[src/rtl/bpg_pkg.sv]
package bpg_pkg;
  // Strobes handed from control to datapath each cycle
  typedef struct packed {
    logic emit;  // a full word leaves the buffer this cycle
    logic take;  // the incoming chunk carries at least one bit
  } bpg_strobe_t;
endpackage

[src/rtl/bpg_ctrl.sv]
module bpg_ctrl #(
  parameter int OUT_W = 10,
  parameter int CNT_W = 7,
  parameter int LVL_W = 5
) (
  input  logic                    clk,
  input  logic                    rst,
  input  logic [CNT_W-1:0]        validCnt,
  output bpg_pkg::bpg_strobe_t    strobe,
  output logic [LVL_W-1:0]        fillLevel
);
  localparam int SUM_W = LVL_W + CNT_W;

  logic [SUM_W-1:0] levelSum;
  logic [SUM_W-1:0] levelNext;

  always_comb begin
    levelSum    = SUM_W'(fillLevel) + SUM_W'(validCnt);
    strobe.emit = (levelSum >= SUM_W'(OUT_W));
    strobe.take = (validCnt != '0);
    levelNext   = strobe.emit ? (levelSum - SUM_W'(OUT_W)) : levelSum;
  end

  always_ff @(posedge clk) begin
    if (rst) fillLevel <= '0;
    else     fillLevel <= LVL_W'(levelNext);
  end
endmodule

[src/rtl/bpg_path.sv]
module bpg_path #(
  parameter int OUT_W = 10,
  parameter int IN_W  = 16,
  parameter int CNT_W = 7,
  parameter int BUF_W = 25,
  parameter int LVL_W = 5
) (
  input  logic                    clk,
  input  logic                    rst,
  input  logic [IN_W-1:0]         chunkIn,
  input  logic [CNT_W-1:0]        validCnt,
  input  bpg_pkg::bpg_strobe_t    strobe,
  input  logic [LVL_W-1:0]        fillLevel,
  output logic [OUT_W-1:0]        dataOut,
  output logic                    dataValid
);
  localparam int EXT_W = BUF_W + IN_W;

  logic [BUF_W-1:0] bufReg;
  logic [IN_W-1:0]  chunkMasked;
  logic [EXT_W-1:0] placed;
  logic [EXT_W-1:0] merged;
  logic [BUF_W-1:0] bufNext;

  // keep only the low validCnt bits of the chunk
  genvar g;
  generate
    for (g = 0; g < IN_W; g++) begin : g_mask
      assign chunkMasked[g] = chunkIn[g] & (CNT_W'(g) < validCnt);
    end
  endgenerate

  always_comb begin
    placed  = EXT_W'(chunkMasked) << fillLevel;
    merged  = EXT_W'(bufReg) | placed;
    bufNext = strobe.emit ? BUF_W'(merged >> OUT_W) : BUF_W'(merged);
  end

  always_ff @(posedge clk) begin
    if (rst) begin
      bufReg    <= '0;
      dataValid <= 1'b0;
      dataOut   <= '0;
    end else begin
      if (strobe.take || strobe.emit) bufReg <= bufNext;
      dataValid <= strobe.emit;
      if (strobe.emit) dataOut <= merged[OUT_W-1:0];
    end
  end
endmodule

[src/rtl/bit_pack_gearbox.sv]
module bit_pack_gearbox #(
  parameter int OUT_W   = 10,
  parameter int IN_W    = 16,
  parameter int MAX_CNT = 16,
  parameter int CNT_W   = 7
) (
  input  logic             clk,
  input  logic             rst,
  input  logic [IN_W-1:0]  chunkIn,
  input  logic [CNT_W-1:0] validCnt,
  output logic [OUT_W-1:0] dataOut,
  output logic             dataValid
);
  localparam int BUF_W = OUT_W + MAX_CNT - 1;
  localparam int LVL_W = $clog2(BUF_W + 1);

  bpg_pkg::bpg_strobe_t strobe;
  logic [LVL_W-1:0]     fillLevel;

  bpg_ctrl #(.OUT_W(OUT_W), .CNT_W(CNT_W), .LVL_W(LVL_W)) u_ctrl (
    .clk(clk), .rst(rst), .validCnt(validCnt),
    .strobe(strobe), .fillLevel(fillLevel)
  );

  bpg_path #(.OUT_W(OUT_W), .IN_W(IN_W), .CNT_W(CNT_W),
             .BUF_W(BUF_W), .LVL_W(LVL_W)) u_path (
    .clk(clk), .rst(rst), .chunkIn(chunkIn), .validCnt(validCnt),
    .strobe(strobe), .fillLevel(fillLevel),
    .dataOut(dataOut), .dataValid(dataValid)
  );
endmodule

[config.mk]
export PLATFORM = sky130hd
export DESIGN_NAME = bit_pack_gearbox
export DESIGN_NICKNAME = d
export VERILOG_FILES = /design/src/rtl/bpg_pkg.sv /design/src/rtl/bpg_ctrl.sv /design/src/rtl/bpg_path.sv /design/src/rtl/bit_pack_gearbox.sv
export SDC_FILE = /design/constraint.sdc
export NUM_CORES = 1
export LEC_CHECK = 0
export BUFFER_PORTS_ARGS = -buffer_cell sky130_fd_sc_hd__buf_2
export CORE_MARGIN = 4
export CORE_UTILIZATION = 59
export CTS_CLUSTER_DIAMETER = 60
export DETAILED_ROUTE_END_ITERATION = 7
export PLACE_DENSITY = 0.8
export SETUP_SLACK_MARGIN = 0.2
export SYNTH_ARGS = -nofsm -noshare
export SYNTH_HDL_FRONTEND = slang
export SYNTH_SLANG_ARGS = --single-unit
[constraint.sdc]
create_clock -name clk -period 9.7 [get_ports clk]
set_clock_uncertainty 0.2 [all_clocks]
set_input_delay 2.425 -clock clk [delete_from_list [all_inputs] [get_ports clk]]
set_output_delay 2.425 -clock clk [all_outputs]
set_load 0.005 [all_outputs]
Word level (Yosys, flattened, before mapping) --
Index checks and enable logic that the tools add are counted. Widths: inputs -> output; s select.
Storage, ports and cells: input port bits 25, output and inout port bits 11, logic and storage cells 45, register bits after elaboration 41
Cells by class: shift operators 1, add/subtract/negate cells 2, bitwise logic cells 17, reductions and logical operators 2, muxes and demuxes 2, order comparisons 17
Operator list (number):
- $lt 4x7->1 const A | 8
- $or 25x35->35 | 1
- $shl 16x5->35 | 1
- $lt 3x7->1 const A | 4
- $mux 25 | 1
- $and 1x1->1 | 16
- $lt 1x7->1 const A | 2
- $lt 2x7->1 const A | 2
- $add 5x7->8 | 1
- $ge 8x4->1 const B | 1
- $reduce_bool 7->1 | 1
- $mux 5 | 1
- $sub 5x4->5 const B | 1
- $logic_or 1x1->1 | 1

Depth between registers and ports, before layout --
word-level depth 5, mapped depth 10, depth with buffers taken out 10

Hierarchy --
Synthesis repeated with hierarchy kept, for this count alone.
Second synthesis, totals: cells, all modules 459, area total of the unflattened synthesis 3601.0 µm²
By module, submodules not included:
- bpg_path | area an instance 3118.0 µm², seq. area each 720.7 µm², instances 1, cells an instance 403
- bpg_ctrl | area an instance 483.0 µm², seq. area each 100.1 µm², instances 1, cells an instance 56

Worst setup path after synthesis --
OpenSTA, ideal clock, no wires.
kind input-to-reg, start in validCnt[0], end reg u_path.dataOut[6], required time 9.414 ns, data arrival time 4.648 ns, path buffers 2, path slack 4.766 ns, cell stages on the path 10, setup time 0.086 ns, cell sequence ha_1 > fa_1 > xor2_1 > inv_1 > a211oi_1 > or3_1 > clkbuf_1 > clkbuf_1 > nor2_1 > a211oi_1
Between the ends: word-level cells in the longest chain between the ends 4, elaborated cells on any way between the ends 36, those cells by class 1 x add/sub; 17 x order compare; 1 x shift; 17 x bitwise
RTL lines:
- start: declaration | RTL line bit_pack_gearbox.sv:10 | input logic [CNT_W-1:0] validCnt,
- $lt 1x7->1, or another cell as far along | RTL line bpg_path.sv:29 | assign chunkMasked[g] = chunkIn[g] & (CNT_W'(g) < validCnt);
- $and 1x1->1 | RTL line bpg_path.sv:29
- $shl 16x5->35 | RTL line bpg_path.sv:34 | placed = EXT_W'(chunkMasked) << fillLevel;
- $or 25x35->35 | RTL line bpg_path.sv:35 | merged = EXT_W'(bufReg) | placed;
- end signal: assignment | RTL line bpg_path.sv:47 | if (strobe.emit) dataOut <= merged[OUT_W-1:0];
- end: declaration | RTL line bpg_path.sv:14 | output logic [OUT_W-1:0] dataOut,
Several ways; a longest one is shown, not always the timed one. A chain may end at the register's enable or synchronous reset.

Worst setup path in the final report --
start in validCnt[0], end reg u_path.bufReg[21]
Between the ends: word-level cells in the longest chain between the ends 5, elaborated cells on any way between the ends 39, those cells by class 1 x add/sub; 17 x order compare; 1 x shift; 1 x mux; 17 x bitwise; 2 x reduce/logical
RTL lines:
- $lt 1x7->1, or another cell as far along | RTL line bpg_path.sv:29
- $and 1x1->1 | RTL line bpg_path.sv:29
- $shl 16x5->35 | RTL line bpg_path.sv:34
- $or 25x35->35 | RTL line bpg_path.sv:35
- $mux 25 | RTL line bpg_path.sv:36 | bufNext = strobe.emit ? BUF_W'(merged >> OUT_W) : BUF_W'(merged);
- end signal: assignment | RTL line bpg_path.sv:45 | if (strobe.take || strobe.emit) bufReg <= bufNext;
- end: declaration | RTL line bpg_path.sv:19 | logic [BUF_W-1:0] bufReg;
Several ways; a longest one is shown, not always the timed one.

==> summary.md <==
| Metric | Value |
|---|---|
| Hold-fix buffers, CTS | `0` |
| Post-Synth Adder-Cell Area | `0.0291` |
| Mux contribution to synthesized area | `0.0631` |
| Worst reg-to-reg setup slack | `6020 ps` |
| Reg power frac | `0.287` |
| Max clock buf depth | `2` |
| CTS tree | `yes` |
| Psw | `0.457 mW` |
| Routed length per instance | `19.8 microns` |
| # Post-CTS Setup Buffers | `0` |
| Vias per inst | `7.19` |
| Rows | `26` |
| P_int | `0.533 mW` |
| DR iter-0 viols | `617` |
| Worst Path Buf+Inv | `4` |
| Maximum fanout along the worst path | `39` |
| Post-Syn Instances | `414` |
| Final Instance Area | `3500 sq um` |
| # IOs | `36` |
| CP Cell Sequence | `buf_2 -> ha_1 -> fa_1 -> xor2_1 -> inv_1 -> a211oi_1 -> or3_1 -> buf_4 -> nand2b_1 -> inv_1 -> nand2_1 -> o32ai_1` |
| Synth-to-layout area growth | `7.00%` |
| Syn_nets | `446` |
| Final #Nets | `460` |
| Post-synth ARST share | `0` |
| Final hold viol count | `0` |
| WP depth | `12` |
| Worst min path class | `reg2reg` |
| First-pass GRT wire length | `15,800 microns` |
| Final setup viols | `0` |
| Router iterations before antenna repair | `6` |
| Tmin final | `5420 ps` |
| Largest cells by area after synthesis | `dfxtp_1 (25%), a211oi_1 (6.4%), nor2_1 (5.3%)` |
| Top-count cell post-synth | `nor2_1` |
| Post-route antenna net violation count | `0` |
| Status | `complete, no violations` |
| Final period util | `0.559` |
| Synth area leader | `dfxtp_1` |
| Slew of the pin with the lowest slew margin | `1170 ps` |
| Register area | `821 sq um` |
| Total track usage | `0.302` |
| Num Clock Sinks | `41` |
| Type of the worst setup path | `in2reg` |
| Crit-path slowest cell | `a211oi_1` |
| Max_slew headroom | `0.209` |
| Post-synth cell types | `76` |
| Vias after detailed routing | `3,582` |
| Prevailing post-synth register cell | `dfxtp_1` |
| Pin count of the biggest net entering global routing | `40` |
| Crit. End Element | `flip-flop` |
| Clock power share | `0.133` |
| Synth Area in Compound Gates | `0.373` |
| Mapped cell area | `3270 sq um` |
| Post-synth top area share | `0.251` |
| Setup TNS Final | `0 ps` |
| Top Family by Delay on Critical Path | `compound AO/OA/AOI/OAI gates` |
| Filler Cells Inserted | `453` |
| Syn_area_per_cell | `7.90 sq um` |
| Post-synthesis register bit count | `41` |
| Total gr overflow | `0` |
| Root Buffer | `clkbuf_8` |
| Post-synthesis simple-gate area fraction | `0.202` |
| TritonCTS Buffers | `5` |
| VDD IR-drop max | `209 uV` |
| Minimum hold slack | `296 ps` |
| Hold path cells | `2` |
| DR DRC count | `0` |
| Worst-Skew Late Latency | `290 ps` |
| Crit start category | `primary input` |
| Synth cell count leaders | `nor2_1 (46), dfxtp_1 (41), a211oi_1 (28), a21oi_1 (26), nand2_1 (22)` |
| Fin. max-slew vios | `0` |
| Proportion of layout cells with a drive suffix above 1 | `0.178` |
| Total power | `0.991 mW` |
| CP most frequent cell | `inv_1` |
| Multi-input combinational cell area | `2230 sq um` |
| Final core occ | `0.668` |
| Die area | `6800 sq um` |
| Main combinational cell family by area after synthesis | `compound AO/OA/AOI/OAI gates` |
| Seq/Total Area, Yosys | `0.251` |
| Buffers on Ports | `35` |
| Final WS setup | `4280 ps` |
| Yosys synthesis warning count | `0` |
| Fmax | `184 MHz` |
| Sw frac | `0.462` |
| RSZ-0062 raised after global routing | `no` |
| Die Height | `82.5 microns` |
| Worst reg2reg path depth | `12` |
| Initial antenna violation count | `0` |
| PD cells | `283 nW/um^2` |
| Post_cts resized | `0` |
| Die Span X | `82.5 microns` |
| CP Data Arrival Time | `5430 ps` |
| Post-detail-place hpwl | `7160 microns` |
| Max Cap Viol | `0` |
| Slowest cell delay on critical path | `510 ps` |
| Xor and xnor area share after synthesis | `0.0134` |
| RD Place Congestion | `0.968` |
| # diodes | `0` |
| Worst-path clk slew | `80 ps` |
| EDFF count, synth | `0` |
| P_leak | `1.38 nW` |
| Final WL | `9840 microns` |
| CTS H-Tree Depth | `2` |
| Place WS | `4020 ps` |
| Initial core utilization | `0.625` |
| Data required, critical path | `9700 ps` |
| Post-Layout Cell Count | `498` |
| Placeable Area | `5240 sq um` |
| Logic pwr share | `0.579` |
| Via count of the first global-routing pass | `3,200` |
| Placement Cell Area | `3400 sq um` |
| Placed cell count | `491` |
==> logic make-up after synthesis <==
| family | Yosys count |
|---|---|
| muxes | 15 |
| buffers and inverters | 46 |
| adders and majority gates | 7 |
| AOI/OAI and AO/OA | 167 |
| xor gates and xnor gates | 5 |
| and+or+nand+nor | 133 |
| DFF | 41 |
==> power groups by stage <==
stage	logic, mW	registers [mW]	clock network [mW]
after floorplan	0.425	0.267	0
after global placement	0.546	0.283	0
after detailed placement	0.553	0.286	0
after CTS	0.558	0.283	0.132
after global routing	0.624	0.292	0.141
final	0.574	0.285	0.132
==> final timing paths <==
path                             from           endpoint
setup / recovery          validCnt[0]  u_path.bufReg[21]
hold reg to reg     u_path.dataOut[1]  u_path.dataOut[1]
hold / removal      u_path.dataOut[1]  u_path.dataOut[1]
setup reg to reg  u_ctrl.fillLevel[0]  u_path.bufReg[21]
==> sequential cells by signal (all words and copies together), names as in the netlist <==
| signal | cells |
|---|---|
| u_path.dataValid | 1 |
| u_path.dataOut | 10 |
| u_path.bufReg | 25 |
| u_ctrl.fillLevel | 5 |
==> layout make-up <==
| type | instances | area share |
|---|---|---|
| multi-input cells | 327 | 0.637 |
| flip-flops and latches | 41 | 0.234 |
| repair buffers | 39 | 0.0586 |
| well taps | 70 | 0.0250 |
| clock buffers | 5 | 0.0197 |
| inverters | 14 | 0.0150 |
| clock inverters | 2 | 0.0100 |
==> routing by layer <==
metal  GRT usage  vias to the layer above  wire [microns]
li1            -                     1631               -
met1       0.426                     1639            3970
met2       0.465                      269            4400
met3      0.0640                       43            1230
met4      0.0814                        0             246
met5           0                        -               0
==> placed cells by master, fill, tap and decap left out, types with 3 or more instances in the layout <==
cell / synthesis / final
nor4_1: 3 / 3
a21oi_1: 26 / 26
nand2_1: 22 / 22
and3_1: 5 / 5
o31ai_1: 3 / 3
nand3_1: 14 / 14
o211a_1: 4 / 4
nor3_1: 13 / 12
o211ai_1: 11 / 11
a221oi_1: 4 / 4
buf_2: 3 / 35
o21a_1: 3 / 3
nor2_1: 46 / 46
mux4_2: 4 / 4
a22oi_1: 4 / 4
o21ai_0: 19 / 19
o32ai_1: 3 / 3
or3_1: 5 / 5
nand2b_1: 5 / 5
mux2_2: 5 / 5
ha_1: 6 / 6
buf_4: 4 / 4
a211oi_1: 28 / 28
mux2i_1: 6 / 6
inv_1: 13 / 13
clkbuf_8: 0 / 5
nor2b_1: 4 / 4
a211o_1: 6 / 6
o22ai_1: 9 / 9
a221o_1: 3 / 3
a31oi_1: 5 / 5
dfxtp_1: 41 / 41
xnor2_1: 3 / 3
a21o_1: 7 / 7
a31o_2: 3 / 3
==> worst register-to-register path, stage by stage, from the launching register on <==
cell,delay (ps)
dfxtp_1,300
buf_4,230
ha_1,270
fa_1,420
xor2_1,200
inv_1,90
a211oi_1,510
or3_1,190
buf_4,350
nand2b_1,240
inv_1,140
nand2_1,130
o32ai_1,320
Note: power is estimated with default switching activity, not from simulation.
